==> config.mk <==
export PLATFORM = sky130hd
export DESIGN_NAME = prd_walker
export DESIGN_NICKNAME = d
export VERILOG_FILES = /design/src/rtl/prd_walker.sv
export SDC_FILE = /design/constraint.sdc
export NUM_CORES = 1
export LEC_CHECK = 0
export ABC_AREA = 1
export BUFFER_PORTS_ARGS = -buffer_cell sky130_fd_sc_hd__buf_2
export CAP_MARGIN = 20
export CORE_MARGIN = 1
export CORE_UTILIZATION = 49
export CTS_BUF_LIST = sky130_fd_sc_hd__clkbuf_4 sky130_fd_sc_hd__clkbuf_8
export DETAILED_ROUTE_END_ITERATION = 12
export MAX_ROUTING_LAYER = met4
export PLACE_DENSITY_LB_ADDON = 0.05
export SLEW_MARGIN = 5
export SYNTH_ARGS = -nofsm -noshare
export SYNTH_HDL_FRONTEND = slang
export SYNTH_SLANG_ARGS = --single-unit
==> constraint.sdc <==
create_clock -name clk -period 1.76 [get_ports clk]
set_input_delay 0.088 -clock clk [delete_from_list [all_inputs] [get_ports clk]]
set_output_delay 0.088 -clock clk [all_outputs]
set_load 0.1 [all_outputs]
==> src/rtl/prd_walker.sv <==
module prd_walker #(
  parameter int MAX_DESC = 8
) (
  input  logic        clk,
  input  logic        rst_n,
  input  logic        start,
  input  logic [31:0] head_ptr,
  output logic        busy,
  output logic        mem_rd,
  output logic [31:0] mem_addr,
  input  logic        mem_rvalid,
  input  logic [31:0] mem_rdata,
  output logic        xfer_req,
  output logic [31:0] xfer_addr,
  output logic [34:0] xfer_bytes,
  output logic        xfer_out,
  output logic        xfer_order,
  output logic [3:0]  xfer_mode,
  input  logic        xfer_done,
  input  logic        xfer_err,
  output logic        walk_done,
  output logic        walk_err,
  output logic [1:0]  err_code
);

  localparam int CW = $clog2(MAX_DESC + 1);
  localparam logic [CW-1:0] LIMIT = CW'(MAX_DESC);

  typedef enum logic [2:0] {S_IDLE, S_FETCH, S_WAIT, S_CHECK, S_XFER} state_t;

  state_t        st;
  logic [31:0]   cur_ptr;
  logic [31:0]   d_addr;
  logic [31:0]   d_len;
  logic [31:0]   d_link;
  logic          d_end, d_out, d_ord;
  logic [3:0]    d_mode;
  logic [1:0]    widx;
  logic [CW-1:0] ndesc;

  assign busy       = (st != S_IDLE);
  assign mem_rd     = (st == S_FETCH);
  assign mem_addr   = cur_ptr + {28'd0, widx, 2'b00};
  assign xfer_req   = (st == S_XFER);
  assign xfer_addr  = d_addr;
  assign xfer_bytes = {d_len, 3'b000};
  assign xfer_out   = d_out;
  assign xfer_order = d_ord;
  assign xfer_mode  = d_mode;

  always_ff @(posedge clk) begin
    if (!rst_n) begin
      st        <= S_IDLE;
      cur_ptr   <= '0;
      d_addr    <= '0;
      d_len     <= '0;
      d_link    <= '0;
      d_end     <= 1'b0;
      d_out     <= 1'b0;
      d_ord     <= 1'b0;
      d_mode    <= '0;
      widx      <= '0;
      ndesc     <= '0;
      walk_done <= 1'b0;
      walk_err  <= 1'b0;
      err_code  <= 2'd0;
    end else begin
      walk_done <= 1'b0;
      walk_err  <= 1'b0;
      unique case (st)
        S_IDLE: if (start) begin
          cur_ptr  <= head_ptr;
          widx     <= '0;
          ndesc    <= '0;
          err_code <= 2'd0;
          st       <= S_FETCH;
        end
        S_FETCH: st <= S_WAIT;
        S_WAIT: if (mem_rvalid) begin
          unique case (widx)
            2'd0: d_addr <= mem_rdata;
            2'd1: d_len  <= mem_rdata;
            2'd2: begin
              d_ord  <= mem_rdata[4];
              d_out  <= mem_rdata[5];
              d_end  <= mem_rdata[7];
              d_mode <= mem_rdata[11:8];
            end
            default: d_link <= mem_rdata;
          endcase
          widx <= widx + 2'd1;
          if (widx == 2'd3) begin
            ndesc <= ndesc + 1'b1;
            st    <= S_CHECK;
          end else begin
            st <= S_FETCH;
          end
        end
        S_CHECK: if (d_len == 32'd0) begin
          walk_err <= 1'b1;
          err_code <= 2'd1;
          st       <= S_IDLE;
        end else begin
          st <= S_XFER;
        end
        S_XFER: if (xfer_done) begin
          if (xfer_err) begin
            walk_err <= 1'b1;
            err_code <= 2'd3;
            st       <= S_IDLE;
          end else if (d_end) begin
            walk_done <= 1'b1;
            st        <= S_IDLE;
          end else if (ndesc == LIMIT) begin
            walk_err <= 1'b1;
            err_code <= 2'd2;
            st       <= S_IDLE;
          end else begin
            cur_ptr <= d_link;
            st      <= S_FETCH;
          end
        end
        default: st <= S_IDLE;
      endcase
    end
  end

  AST_READ_PULSE: assert property (@(posedge clk) disable iff (!rst_n)
    mem_rd |=> !mem_rd);
  AST_REQ_STABLE: assert property (@(posedge clk) disable iff (!rst_n)
    xfer_req && !xfer_done |=> xfer_req && $stable(xfer_addr) && $stable(xfer_bytes) && $stable(xfer_mode));
  AST_NO_READ_IN_XFER: assert property (@(posedge clk) disable iff (!rst_n)
    !(xfer_req && mem_rd));
  AST_NONZERO_BYTES: assert property (@(posedge clk) disable iff (!rst_n)
    xfer_req |-> xfer_bytes != 35'd0);
  AST_DONE_CAUSE: assert property (@(posedge clk) disable iff (!rst_n)
    walk_done |-> $past(xfer_req && xfer_done && !xfer_err));
  AST_BUS_ERR: assert property (@(posedge clk) disable iff (!rst_n)
    xfer_req && xfer_done && xfer_err |=> walk_err && err_code == 2'd3);
  AST_COUNT_BOUND: assert property (@(posedge clk) disable iff (!rst_n)
    ndesc <= LIMIT);
  AST_ONE_OUTCOME: assert property (@(posedge clk) disable iff (!rst_n)
    !(walk_done && walk_err));

endmodule

==> run metrics <==
outcome=complete, but fails checks; violated checks=setup timing; Post-Synth XOR/XNOR Area=0.03528; Setup crit start kind=register; Finished Layout Cells=1367; post-synthesis compound-gate area fraction=0.1688; minimum clock period=2.582 ns; Worst Setup End Kind=output pin; final worst setup slack=-0.8217 ns; Overflow after GRT=0; detailed-route wire length per cell=14.78 um; Placement Rows=42; initial core utilization=0.5041; post-synthesis share of cell area spent on and, or, nand and nor gates=0.2440; max cap viols=0; layout cells sized above 1=0.3140; CTS Buffer Depth=2; global-route usage over all layers=0.2908; worst rel slew slack=0.6578; stage delay of the slowest cell on the critical path=0.36 ns; iteration count of the initial detailed-routing pass=6; routability congestion estimate=0.8480; Top delay family on crit path=simple AND/OR/NAND/NOR gates; cell mode on critical path=nor2_4; area leader, netlist=dfxtp_1; FMAX=0.3873 GHz; final hold violation count=0; share of synthesized registers carrying an async set or reset=0; final setup violation count=29; mux contribution to synthesized area=0; IR drop worst, VDD=0.0005574 V; met2 track demand over resource in global routing=0.4477; number of port buffers=178; area of the die=0.01415 mm2; pre-CTS setup slack=-0.3654 ns; insertion delay of the later-clocked pin in the worst-skew pair=0.44 ns; crit path cell chain=ha_4, inv_2, fa_2, nor2_4, nand2_2, nor2_4, nand2_4, nor3b_4, buf_6, xor2_4, buf_12; start-to-end type of the worst setup path=register to output pin; Layout Utilization=0.7706; combinational family with the most area after synthesis=simple AND/OR/NAND/NOR gates; total routed wirelength=20200 um; sequential fraction of the synthesis area=0.4420; floorplan core area=0.01330 mm2; count of mapped cells out of synthesis=925; Root Buffer=clkbuf_8; Yosys warning count=0; floorplan die height=119.0 um; clock edge transition at the registers on the reported setup and hold paths=0.08 ns; Pwr per Cell Area=1016 mW/mm2; vias in the first global route=6490; Most used DFF post-synth=dfxtp_1; Post-Route Setup TNS=-15.53 ns; met1 usage in global routing=0.3900; synthesized area=0.006703 mm2; starting DRC count in detailed routing=444; area delta synth->final=52.85%; syn_area_per_cell=7.246 um2; most congested layer reported by global routing=met2; post-route ant nets=0; number of nets in the layout=1260; worst min-delay path startpoint=head_ptr[0]; unrepaired setup endpoints after global routing=true; synth unique cells=33; Critical Path RT=1.67 ns; top-level port count=182; DR DRC count=0; startpoint of the most critical register-to-register path=st[1]; met3 usage in global routing=0.05268; adder-cell share of the synthesized area=0.01979; final worst clock skew=0.01170 ns; total clock buffers created by CTS=17; first element of the critical path=cur_ptr[2]; number of antenna violations at the first check in global routing=0; final worst path period share=1.467; flop and latch count out of synthesis=148; Critical Path AT=2.49 ns; Buf/Inv on CP=3; horizontal die dimension=119.0 um; instance count after placement with tap cells included=1290; TritonCTS clock tree=built; Ant. Diodes=0; half-perimeter wire length of the detailed placement result=13800 um; most instantiated library cell after synthesis=nand2_1; worst-path fanout max=3; Critical-path top delay cell=fa_2; fraction of synthesized cell area taken by the top area cell type=0.4420; top area cells in the synthesized netlist=dfxtp_1, nand2_1, a21oi_1, o21ai_0, nand3_1; number of vias in the routed layout=6977; commonest cells in the netlist=nand2_1, dfxtp_1, a21oi_1, o21ai_0, nor2_1; total power of the final layout=10.41 mW; kind of path behind the tightest hold check=primary input to register; number of enable-type register cells in the synthesized netlist=0; max-slew violation count=0; largest net degree at the start of global routing=68; global-route wire length before repair=31790 um; measured slew at the worst slew-check pin=0.5168 ns; vias per inst=5.104; # H-tree levels=4; number of sinks handled by clock tree synthesis=148; reported leakage power=4.453 nW
==> worst reg2reg max path, delay by kind of cell, from the launching register on <==
kind | cells | cell delay [ns]
flip-flops | 1 | 0.35
AND/OR/NAND/NOR | 7 | 0.69
buffers and inverters | 5 | 0.52
==> registers in the layout, indices dropped and copies added (netlist names) <==
register,flops
walk_err,1
xfer_mode,4
xfer_addr,32
walk_done,1
xfer_order,1
widx,2
xfer_out,1
d_len,32
err_code,2
cur_ptr,32
ndesc,4
d_end,1
st,3
d_link,32
==> power by group <==
| group | internal (mW) | switching, mW |
|---|---|---|
| registers | 3.56 | 0.159 |
| logic | 1.40 | 2.77 |
| clock network | 1.33 | 1.18 |
| total | 6.29 | 4.11 |
==> layout make-up <==
class / instances / area [um2]
inverter: 76 / 292.8
clock inverter: 4 / 47.55
timing repair buffer: 295 / 2466
multi-input combinational: 642 / 3920
tap: 176 / 220.2
fill: 979 / 3050
clock buffer: 26 / 326.6
sequential: 148 / 2972
==> final timing paths <==
path / cells past startpoint / to / slack [ns]
setup / recovery: 11 / mem_addr[24] / -0.82
hold / removal: 5 / cur_ptr[0] / 0.01
setup reg to reg: 12 / cur_ptr[2] / 0.07
hold reg to reg: 2 / d_link[22] / 0.45
==> logic make-up (layout without fill, tap and decap cells) <==
family | after synthesis | in the layout
xor+xnor | 27 | 27
simple gates | 377 | 377
fa+ha+maj | 10 | 10
flops | 148 | 148
buf+inv | 137 | 401
other cells | 1 | 3
compound gates | 225 | 225
==> metal layers <==
metal / share of wire / wire length [um]
met1: 0.45 / 9070
met2: 0.46 / 9370
met5: 0 / 0
met3: 0.067 / 1356
met4: 0.020 / 402
==> timing repair <==
item / in CTS / in global routing
cloned: 0 / 1
hold buffers: 37 / 0
buffers inserted: 7 / 5
hold endpoints to repair: 93 / 0
setup endpoints to repair: 29 / 57
pin swaps: 16 / 18
resized for setup: 18 / 26
==> per-stage QoR <==
stage	area, um2	hold WS, ns
5_1_grt	10240	0.03221
2_1_floorplan	7358	0.1648
4_1_cts	10090	0.001095
3_5_place_dp	9225	0.2696
6_report	10240	0.01256
3_3_place_gp	9225	0.2717
==> cell usage in the layout (no fill, tap or decap), types with 17 or more instances in the layout <==
cell	count
nor2_1	87
buf_4	60
inv_1	68
o21ai_0	102
clkbuf_8	21
a21oi_1	116
buf_2	148
dlygate4sd3_1	37
nand2_1	152
dfxtp_1	143
nand3_1	79
xor2_4	17
buf_12	37
(Power assumes the default switching activity.)
